<file path="src/rtl/hbr_pkg.sv">
package hbr_pkg;
  // Class of bus access, derived from the address alone
  typedef enum logic [1:0] {
    ACC_LOW  = 2'd0,  // low byte of a wide register
    ACC_HIGH = 2'd1,  // shared staging register
    ACC_VOID = 2'd2   // unmapped
  } acc_kind_e;
endpackage

</file>
<file path="src/rtl/hbr_decode.sv">
module hbr_decode
  import hbr_pkg::*;
#(
  parameter int unsigned ADDR_W   = 4,
  parameter int unsigned NUM_REGS = 5,
  parameter logic [ADDR_W-1:0] HI_ADDR = 'h8
) (
  input  logic [ADDR_W-1:0]   addr,
  output acc_kind_e           kind,
  output logic [NUM_REGS-1:0] sel
);
  always_comb begin
    if (32'(addr) < NUM_REGS)  kind = ACC_LOW;
    else if (addr == HI_ADDR)  kind = ACC_HIGH;
    else                       kind = ACC_VOID;
  end

  for (genvar i = 0; i < NUM_REGS; i++) begin : g_sel
    assign sel[i] = (32'(addr) == i);
  end
endmodule

</file>
<file path="src/rtl/hbr_hibuf.sv">
module hbr_hibuf #(
  parameter int unsigned HI_W = 2
) (
  input  logic            clk,
  input  logic            rst,
  input  logic            load_bus,
  input  logic [HI_W-1:0] bus_val,
  input  logic            load_cap,
  input  logic [HI_W-1:0] cap_val,
  output logic [HI_W-1:0] hi_q
);
  always_ff @(posedge clk) begin
    if (rst)           hi_q <= '0;
    else if (load_bus) hi_q <= bus_val;
    else if (load_cap) hi_q <= cap_val;
  end
endmodule

</file>
<file path="src/rtl/hbr_regbank.sv">
module hbr_regbank #(
  parameter int unsigned NUM_REGS = 5,
  parameter int unsigned REG_W    = 10,
  parameter int unsigned DATA_W   = 8
) (
  input  logic                      clk,
  input  logic                      rst,
  input  logic [NUM_REGS-1:0]       wr_sel,
  input  logic [DATA_W-1:0]         lo_in,
  input  logic [REG_W-DATA_W-1:0]   hi_in,
  output logic [NUM_REGS*REG_W-1:0] bank_q
);
  for (genvar i = 0; i < NUM_REGS; i++) begin : g_reg
    logic [REG_W-1:0] r;
    always_ff @(posedge clk) begin
      if (rst)            r <= '0;
      else if (wr_sel[i]) r <= {hi_in, lo_in};
    end
    assign bank_q[i*REG_W +: REG_W] = r;
  end
endmodule

</file>
<file path="src/rtl/split_reg_access.sv">
module split_reg_access
  import hbr_pkg::*;
#(
  parameter int unsigned ADDR_W   = 4,
  parameter int unsigned DATA_W   = 8,
  parameter int unsigned REG_W    = 10,
  parameter int unsigned NUM_REGS = 5,
  parameter logic [ADDR_W-1:0] HI_ADDR = 'h8
) (
  input  logic                      clk,
  input  logic                      rst,
  input  logic                      wr_en,
  input  logic                      rd_en,
  input  logic [ADDR_W-1:0]         addr,
  input  logic [DATA_W-1:0]         wr_data,
  output logic [DATA_W-1:0]         rd_data,
  output logic [NUM_REGS*REG_W-1:0] reg_q
);
  localparam int unsigned HI_W = REG_W - DATA_W;

  acc_kind_e           kind;
  logic [NUM_REGS-1:0] sel;
  logic [HI_W-1:0]     hi_q;
  logic [DATA_W-1:0]   mux_lo;
  logic [HI_W-1:0]     mux_hi;
  logic                wr_low, wr_high, rd_low;

  hbr_decode #(.ADDR_W(ADDR_W), .NUM_REGS(NUM_REGS), .HI_ADDR(HI_ADDR)) u_dec (
    .addr(addr), .kind(kind), .sel(sel)
  );

  assign wr_low  = wr_en && (kind == ACC_LOW);
  assign wr_high = wr_en && (kind == ACC_HIGH);
  assign rd_low  = rd_en && (kind == ACC_LOW);

  // Selected register split into bus byte and upper part
  always_comb begin
    mux_lo = '0;
    mux_hi = '0;
    for (int i = 0; i < NUM_REGS; i++) begin
      if (sel[i]) begin
        mux_lo = reg_q[i*REG_W +: DATA_W];
        mux_hi = reg_q[i*REG_W + DATA_W +: HI_W];
      end
    end
  end

  hbr_hibuf #(.HI_W(HI_W)) u_hibuf (
    .clk(clk), .rst(rst),
    .load_bus(wr_high), .bus_val(wr_data[HI_W-1:0]),
    .load_cap(rd_low),  .cap_val(mux_hi),
    .hi_q(hi_q)
  );

  hbr_regbank #(.NUM_REGS(NUM_REGS), .REG_W(REG_W), .DATA_W(DATA_W)) u_bank (
    .clk(clk), .rst(rst),
    .wr_sel(sel & {NUM_REGS{wr_low}}),
    .lo_in(wr_data), .hi_in(hi_q),
    .bank_q(reg_q)
  );

  always_ff @(posedge clk) begin
    if (rst) rd_data <= '0;
    else if (rd_en) begin
      case (kind)
        ACC_LOW:  rd_data <= mux_lo;
        ACC_HIGH: rd_data <= {{(DATA_W-HI_W){1'b0}}, hi_q};
        default:  rd_data <= '0;
      endcase
    end
  end
endmodule

</file>
<file path="config.mk">
export PLATFORM = sky130hd
export DESIGN_NAME = split_reg_access
export DESIGN_NICKNAME = d
export VERILOG_FILES = /design/src/rtl/hbr_pkg.sv /design/src/rtl/hbr_decode.sv /design/src/rtl/hbr_hibuf.sv /design/src/rtl/hbr_regbank.sv /design/src/rtl/split_reg_access.sv
export SDC_FILE = /design/constraint.sdc
export NUM_CORES = 1
export LEC_CHECK = 0
export ABC_AREA = 1
export ABC_CLOCK_PERIOD_IN_PS = 2150
export BUFFER_PORTS_ARGS = -buffer_cell sky130_fd_sc_hd__buf_4
export CORE_MARGIN = 10
export CORE_UTILIZATION = 57
export DETAILED_ROUTE_END_ITERATION = 10
export PLACE_DENSITY = 0.93
export SLEW_MARGIN = 30
export SYNTH_ARGS = -nofsm -noshare
export SYNTH_HDL_FRONTEND = slang
export SYNTH_HIERARCHICAL = 1
export SYNTH_SLANG_ARGS = --single-unit
</file>
<file path="constraint.sdc">
create_clock -name clk -period 2.15 [get_ports clk]
set_input_delay 0.1075 -clock clk [delete_from_list [all_inputs] [get_ports clk]]
set_output_delay 0.1075 -clock clk [all_outputs]
set_load 0.01 [all_outputs]
</file>
Yosys cells after proc, flatten, opt, wreduce, memory -nomap -nowiden

Cells that the tools add are included.

Word-level logic and storage cells: 36
Bits in registers: 60
Output and inout port bits: 58
Input port bits: 16

Bitwise gates (word level): 1
Eq/ne operators: 6
Muxes and demuxes: 15
Reductions and logical operators: 6
Magnitude comparators: 1

Operator list:

| cell               | number |
|---|---|
| $mux 8             | 5 |
| $mux 2             | 9 |
| $pmux 8 s2         | 1 |
| $eq 4x2->1 const B | 2 |
| $and 5x5->5        | 1 |
| $eq 4x1->1 const B | 1 |
| $eq 4x3->1 const B | 1 |
| $eq 4x4->1 const B | 1 |
| $logic_not 4->1    | 1 |
| $lt 4x3->1 const B | 1 |
| $logic_and 1x1->1  | 3 |
| $eq 2x1->1 const B | 1 |
| $logic_not 2->1    | 1 |
| $reduce_bool 2->1  | 1 |

Logic depth before layout (Yosys ltp)

Gate-level depths: netlist of the first run.

Depth in word-level cells: 8
Gate-level depth with buffers: 13

Cells and area by module

The synthesis of the first run kept the hierarchy.

By module, submodules not included:

| module           | cells an instance | area an instance (µm²) | sequential area each (µm²) | instances |
|---|---|---|---|---|
| hbr_regbank      | 276               | 1986.9                 | 1001.0                     | 1 |
| split_reg_access | 143               | 819.5                  | 160.2                      | 1 |
| hbr_hibuf        | 17                | 103.8                  | 40.0                       | 1 |
| hbr_decode       | 19                | 77.6                   | 0.0                        | 1 |

Least setup slack after synthesis of the first run

OpenSTA, ideal clock, no wires.

Kind: input -> register
Start point: input addr[3]
End point: register u_hibuf.hi_q[0]
Arrival time: 1.230 ns
Stages: 13
Slack: 0.864 ns
Cell sequence: nor2_2 -> inv_1 -> nor2_1 -> inv_1 -> nor2_2 -> nand2_1 -> nand2_1 -> o211ai_1 -> a21oi_1 -> nand3_1 -> nand3_1 -> nand2_1 -> inv_1

Word-level cells in the longest chain between the ends: 8
Elaborated cells on any way between the ends: 21

Ends and longest elaborated chain:

| element              | line                   | RTL |
|---|---|---|
| from (decl)          | split_reg_access.sv:14 | `input logic [ADDR_W-1:0] addr,` |
| $logic_not 4->1      | hbr_decode.sv:19       | `assign sel[i] = (32'(addr) == i);` |
| via sel[0]           | split_reg_access.sv:22 | `logic [NUM_REGS-1:0] sel;` |
| $mux 2 (5 in a row)  | split_reg_access.sv:41 | `if (sel[i]) begin` |
| via mux_hi[0]        | split_reg_access.sv:25 | `logic [HI_W-1:0] mux_hi;` |
| $mux 2               | hbr_hibuf.sv:15        | `else if (load_cap) hi_q <= cap_val;` |
| $mux 2               | hbr_hibuf.sv:14        | `else if (load_bus) hi_q <= bus_val;` |
| to (signal assigned) | hbr_hibuf.sv:14        |  |
| to (signal assigned) | hbr_hibuf.sv:15        |  |
| to (decl)            | hbr_hibuf.sv:10        | `output logic [HI_W-1:0] hi_q` |

The timed path passes the listed nets, and every way through them passes these cells. The select of a mux whose other input is x is not followed.
A chain may end at the register's enable or synchronous reset.

Worst setup path after layout of the first run

Start point: input addr[3]
End point: register u_hibuf.hi_q[0]

Elaborated cells on any way between the ends: 21

RTL lines:

| element             | line |
|---|---|
| $eq 4x1->1          | hbr_decode.sv:19 |
| via sel[1]          | split_reg_access.sv:22 |
| $mux 2 (4 in a row) | split_reg_access.sv:41 |
| via mux_hi[0]       | split_reg_access.sv:25 |
| $mux 2              | hbr_hibuf.sv:15 |
| $mux 2              | hbr_hibuf.sv:14 |

The timed path passes the listed nets, and every way through them passes these cells. The select of a mux whose other input is x is not followed.

==> results.md, run 1 <==
* Number of global-route vias before repair at 3,001
* FMAX at 715.8 MHz
* Clock latency on the worst-skew pair at 0.34 ns
* Final hold slack at 0.03802 ns
* Die area at 8538 sq um
* Crit path capture type: flop
* Total number of vias at 3,103
* Post-route DRC at 0
* Mapped Nets at 471
* Antenna-violating nets left at 0
* Adder-cell share of the synthesized area at 0
* CP Launch Type: input port
* Final Critical Period at 1.397 ns
* Simple-Gate Fraction of Synth Area at 0.4162
* Mapped Cells at 455
* Final hold vios at 0
* Die height at 92.40 um
* RSZ-0062 raised after global routing: false
* Synth unique cells at 17
* # H-tree levels at 3
* PortBufs at 73
* Layout cell share with drive strength beyond 1 at 0.2739
* Post-route setup TNS at 0 ns
* Critical Path RT at 2.39 ns
* Initial Utilization at 0.5850
* NetSw at 590.9 uW
* Share of power burned in registers at 0.475
* P per Cell Area at 638.5 nW/um^2
* Skew final at 0.006363 ns
* Sequential element share of the synthesized area at 0.4020
* Delay-heaviest family, CP: simple AND/OR/NAND/NOR gates
* Sw frac at 0.2470
* Period Utilization, post-route at 0.6498
* LEAKAGE at 0.001798 uW
* Gpl congestion at 0.9281
* Slowest-stage cell, CP: nor2_1
* Overflow after GRT at 0
* Mapped Area at 2988 sq um
* Critical Path Max Stage Delay at 0.38 ns
* All-layer global routing usage at 0.2002
* CTS tree: yes
* Die Span X at 92.40 um
* Initial antenna violation count at 0
* Crit-path max FO at 9
* Slew of the pin with the lowest slew margin at 0.4966 ns
* Root Driver: clkbuf_8
* CTS clk-pin slew, worst paths at 0.07 ns
* Vias per cell at 5.146
* ANT cells at 0
* Clock power frac at 0.433
* I/O pins at 74
* Wire length per cell at 14.42 um
* Post-CTS Hold Fix Bufs at 0
* Yosys warning count at 6
* Internal at 1802 uW
* CP bufs+invs at 2
* Setup violators final at 0
* Post_cts resized at 0
* Total of max-cap violations at 0
* Num CTS Buffers at 9
* Fraction of synthesized area in multiplexers at 0
* Max Root-Sink Buffers at 2
* Synthesized flop and latch total at 60
* Maximum vdd drop at 0.0004297 V
* Core Footprint at 5107 sq um
* 1st-iter DRT viols at 216
* Area added between synthesis and finish at 25.42%
* Most frequent cells in the layout: nand2_1 (158), nor2_1 (99), buf_4 (84)
* Cell mode on critical path: nand2_1
* Largest net degree at the start of global routing at 51
* Largest family of logic cells by synthesized area: simple AND/OR/NAND/NOR gates
* Slew Limit Fails at 0
* Status: completed
* Sinks on Clock Net at 60
* Nets at 544
* Drt first pass iters at 5
* Setup Buffers After CTS at 0
* Critical path class: in2reg
* First-pass GRT wire length at 13,950 um
* Commonest non-fill, non-tap cell in the layout: nand2_1
* Total routed wirelength at 8695 um
* Cell Chain, Critical Path: buf_4 > nor2_2 > nand2_1 > nor2_1 > nor2_2 > nand2_1 > nand2_1 > o211ai_1 > a21oi_1 > nand3_1 > nand3_1 > nand2_1 > inv_1
* Avg Inst Size Synth at 6.567 sq um
* Relative max-transition margin at 0.6689
* CP arrival at 1.64 ns
* Xor/xnor share of the synthesized area at 0
* Compound-Gate Fraction of Synth Area at 0.08585
* Min-Delay Path Class: in2reg
* Post-DP HPWL at 6403 um
* Gate power share at 0.092
* Row count at 26
==> layout make-up <==
type                    count  area, sq um
multi-input cells         344         1500
fillers                   424         1360
flip-flops and latches     60         1201
repair buffers             84        630.6
clock buffers              12        155.1
inverters                  29        125.1
well taps                  70        87.58
clock inverters             4        47.55
==> per-layer routing <==
metal / GRT usage / share of wire / vias to the layer above
met5: 0 / 0 / -
met3: 0.04439 / 0.078 / 22
met2: 0.3588 / 0.52 / 144
met4: 0.1118 / 0.025 / 0
met1: 0.2125 / 0.38 / 1405
li1: - / - / 1532
==> power by group through the flow <==
stage	combinational, uW	clock [uW]	sequential, uW
2_1_floorplan	142	0	1170
3_3_place_gp	208	0	1160
3_5_place_dp	217	0	1160
4_1_cts	219	1040	1140
5_1_grt	245	1080	1140
6_report	220	1040	1140
==> metrics by stage <==
step	worst slack, ns	total power, uW	utilization	cells	area, sq um
after floorplan	0.8645	1307	-	455	2988
after global placement	0.5912	1370	0.6940	587	3545
after detailed placement	0.4377	1379	0.6940	587	3545
after CTS	0.7828	2395	0.7337	603	3747
after global routing	0.5721	2463	0.7337	603	3747
final	0.7530	2393	0.7337	603	3747
==> Yosys cell counts <==
| cell type | number | share of area |
|---|---|---|
| buf_6 | 6 | 0.023 |
| dfxtp_1 | 60 | 0.40 |
| nor2_2 | 38 | 0.080 |
| inv_1 | 27 | 0.034 |
| dlymetal6s2s_1 | 2 | 0.0084 |
| and3_1 | 1 | 0.0021 |
| a21oi_1 | 24 | 0.040 |
| buf_2 | 13 | 0.022 |
| o21bai_1 | 1 | 0.0025 |
| nand3_1 | 7 | 0.012 |
| inv_4 | 1 | 0.0021 |
| bufinv_8 | 1 | 0.0059 |
| o211ai_1 | 9 | 0.023 |
| nand2_1 | 158 | 0.20 |
| buf_1 | 1 | 0.0013 |
| a21oi_2 | 7 | 0.021 |
| nor2_1 | 99 | 0.12 |
==> kinds of logic (layout without fill, tap and decap cells) <==
kind of cell           Yosys count  in the layout
AND/OR/NAND/NOR                303            303
flip-flops                      60             60
buffers and inverters           51            129
AO/OA/AOI/OAI                   41             41
==> path summary, 6_finish.rpt <==
kind,startpoint,slack (ns),cells after the start,end
worst max-delay path,addr[3],0.75,13,u_hibuf/hi_q[0]
worst min-delay path,rst,0.04,2,rd_data[3]
worst max register to register,u_bank/g_reg[1].r[9],1.03,8,u_hibuf/hi_q[1]
worst min register to register,rd_data[4],0.46,2,rd_data[4]
==> sequential cells by signal, indices dropped and copies added, names as in the netlist <==
signal,cells
u_bank/g.r,50
u_hibuf/hi_q,2
rd_data,8
Power figures use the tool's default switching activity.
==> run 2, diff against run 1 <==
ABC_CLOCK_PERIOD_IN_PS = 1300   (was 2150)
CORE_UTILIZATION = 53   (was 57)
PLACE_DENSITY = 0.87   (was 0.93)
clock period = 1.3 ns   (was 2.15 ns; I/O delays follow)
==> run 2 against run 1 <==
Net effect:
- first-iteration DRC count decreased by 17%
- via count increased by 2.4%
- critical path depth increased by 1
- global-route usage decreased by 0.98 points
- highest routed layer unchanged
==> results.md, run 2 (synthesized netlist as in run 1, its figures left out) <==
* Antenna-violating nets left at 0 (unchanged)
* FMAX at 826.3 MHz
* Slew Limit Fails at 0 (unchanged)
* Vias per cell at 5.136 (was 5.146)
* Most frequent cells in the layout: nand2_1 (158), nor2_1 (97), buf_4 (95) (was nand2_1 (158), nor2_1 (99), buf_4 (84))
* Die area at 9041 sq um (was 8538 sq um)
* ANT cells at 0 (unchanged)
* Internal at 2804 uW (was 1802 uW)
* Clock latency on the worst-skew pair at 0.33 ns (was 0.34 ns)
* Cell Chain, Critical Path: buf_4 > nor2_4 > inv_1 > nor2_1 > inv_1 > nor2_4 > nand2_1 > nand2_1 > o211ai_1 > a21oi_1 > nand3_1 > nand3_1 > nand2_1 > inv_1 (was buf_4 > nor2_2 > nand2_1 > nor2_1 > nor2_2 > nand2_1 > nand2_1 > o211ai_1 > a21oi_1 > nand3_1 > nand3_1 > nand2_1 > inv_1)
* Sinks on Clock Net at 60 (unchanged)
* Root Driver: clkbuf_8 (unchanged)
* Setup violators final at 0 (unchanged)
* Final hold vios at 0 (unchanged)
* CTS clk-pin slew, worst paths at 0.06 ns (was 0.07 ns)
* Setup WS pre-CTS at -0.1753 ns (was 0.4377 ns)
* Total of max-cap violations at 0 (unchanged)
* Die height at 95.09 um (was 92.40 um)
* Die Span X at 95.09 um (was 92.40 um)
* Post-route setup TNS at 0 ns (unchanged)
* Total routed wirelength at 8726 um (was 8695 um)
* Initial Utilization at 0.5460 (was 0.5850)
* CP arrival at 1.48 ns (was 1.64 ns)
* Wire length per cell at 14.10 um (was 14.42 um)
* Relative max-transition margin at 0.6778 (was 0.6689)
* CTS tree: yes (unchanged)
* Critical Path Max Stage Delay at 0.15 ns (was 0.38 ns)
* CP Launch Type: input port (unchanged)
* Worst reg2reg path depth at 8 (unchanged)
* Placed cell areas at 3690 sq um (was 3545 sq um)
* Initial antenna violation count at 0 (unchanged)
* Final instance area at 3889 sq um (was 3747 sq um)
* Top reg by flops: u_bank/g.r (unchanged)
* 1st-iter DRT viols at 179 (was 216)
* Layout cell share with drive strength beyond 1 at 0.2925 (was 0.2739)
* LEAKAGE at 0.001867 uW (was 0.001798 uW)
* Max Root-Sink Buffers at 2 (unchanged)
* Post-layout power at 3742 uW (was 2393 uW)
* Num CTS Buffers at 9 (unchanged)
* I/O pins at 74 (unchanged)
* Overflow after GRT at 0 (unchanged)
* Number of global-route vias before repair at 3,055 (was 3,001)
* Hold Path Depth at 3 (was 2)
* Post-route DRC at 0 (unchanged)
* First-pass GRT wire length at 13,790 um (was 13,950 um)
* Slowest-stage cell, CP: nor2_1 (unchanged)
* PortBufs at 73 (unchanged)
* P per Cell Area at 962.3 nW/um^2 (was 638.5 nW/um^2)
* Setup Buffers After CTS at 0 (unchanged)
* Period Utilization, post-route at 0.9309
* Maximum vdd drop at 0.0008533 V (was 0.0004297 V)
* Clock power frac at 0.390 (was 0.433)
* Slew of the pin with the lowest slew margin at 0.4833 ns (was 0.4966 ns)
* Crit-path max FO at 4 (was 9)
* Commonest non-fill, non-tap cell in the layout: nand2_1 (unchanged)
* RSZ-0062 raised after global routing: true (was false)
* Max FFs per register at 50 (unchanged)
* Gpl congestion at 0.9442 (was 0.9281)
* NetSw at 938.5 uW (was 590.9 uW)
* Area added between synthesis and finish at 30.15% (was 25.42%)
* # H-tree levels at 3 (unchanged)
* Post-DP HPWL at 6504 um (was 6403 um)
* Largest net degree at the start of global routing at 51 (unchanged)
* Status: completed (unchanged)
* Sw frac at 0.2508 (was 0.2470)
* Core Footprint at 5473 sq um (was 5107 sq um)
* Skew final at 0.004609 ns (was 0.006363 ns)
* All-layer global routing usage at 0.1904 (was 0.2002)
* Critical path class: in2reg (unchanged)
* Min-Delay Path Class: in2reg (unchanged)
* Critical Path RT at 1.57 ns (was 2.39 ns)
* Share of power burned in registers at 0.503 (was 0.475)
* Final Critical Period at 1.210 ns
* PnR worst setup slack at 0.08979 ns (was 0.7530 ns)
* Row count at 27 (was 26)
* Largest registers: u_bank/g.r x50, rd_data x8, u_hibuf/hi_q x2 (unchanged)
* Nets at 559 (was 544)
* Crit path capture type: flop (unchanged)
* Gate power share at 0.107 (was 0.092)
* Drt first pass iters at 5 (unchanged)
* Total number of vias at 3,179 (was 3,103)
run 2: changes by cell type in the layout (fill, tap and decap cells not counted):
cell and change:
buf_4 +11, buf_12 +3, nor2_4 +3, nor2_1 -2, bufinv_16 -1, clkbuf_1 +1, clkinvlp_4 -1, dlygate4sd3_1 +1
nor2_2 -1
run 2: timing repair:
action                                 CTS  global route
setup endpoints to repair                0             8
gates resized for setup                  0             5
hold buffers                             1             0
endpoints found under the hold margin    1             0
run 2: worst max-delay path, delay by kind of cell:
kind / cells / cell delay [ns]
compound gates: 2 / 0.22
simple gates: 8 / 0.80
buf+inv: 4 / 0.37
run 2: worst paths after layout:
check	to	startpoint	slack, ns
worst max-delay path	u_hibuf/hi_q[1]	addr[3]	0.09
worst min-delay path	rd_data[0]	rd_en	0.03
worst max register to register	u_hibuf/hi_q[1]	u_bank/g_reg[1].r[9]	0.09
worst min register to register	rd_data[5]	rd_data[5]	0.47
run 2: layout make-up:
class,count,area [sq um]
repair buffers,99,783.3
multi-input cells,344,1520
inverters,29,125.1
fillers,466,1584
clock buffers,13,158.9
well taps,72,90.09
clock inverters,2,10.01
flip-flops and latches,60,1201
run 2: per-layer routing:
layer / up-vias / track usage / wire (um)
li1: 1570 / - / -
met1: 1441 / 0.1990 / 3298
met2: 138 / 0.3511 / 4531
met3: 30 / 0.03456 / 630
met4: 0 / 0.1047 / 266
met5: - / 0 / 0
run 2: metrics by stage:
stage               instances  utilization  hold slack [ns]
global placement          603       0.6742           0.3320
detailed placement        603       0.6742           0.3413
CTS                       619       0.7069          0.02300
global route              619       0.7106          0.04802
finish                    619       0.7106          0.03082
floorplan                 455            -           0.2165
run 2: power groups by stage:
| stage | clock network (uW) | registers [uW] | logic, uW |
|---|---|---|---|
| after floorplan | 0 | 1930 | 234 |
| after global placement | 0 | 1920 | 375 |
| after detailed placement | 0 | 1920 | 386 |
| after CTS | 1470 | 1880 | 393 |
| after global routing | 1540 | 1880 | 445 |
| final | 1460 | 1880 | 402 |
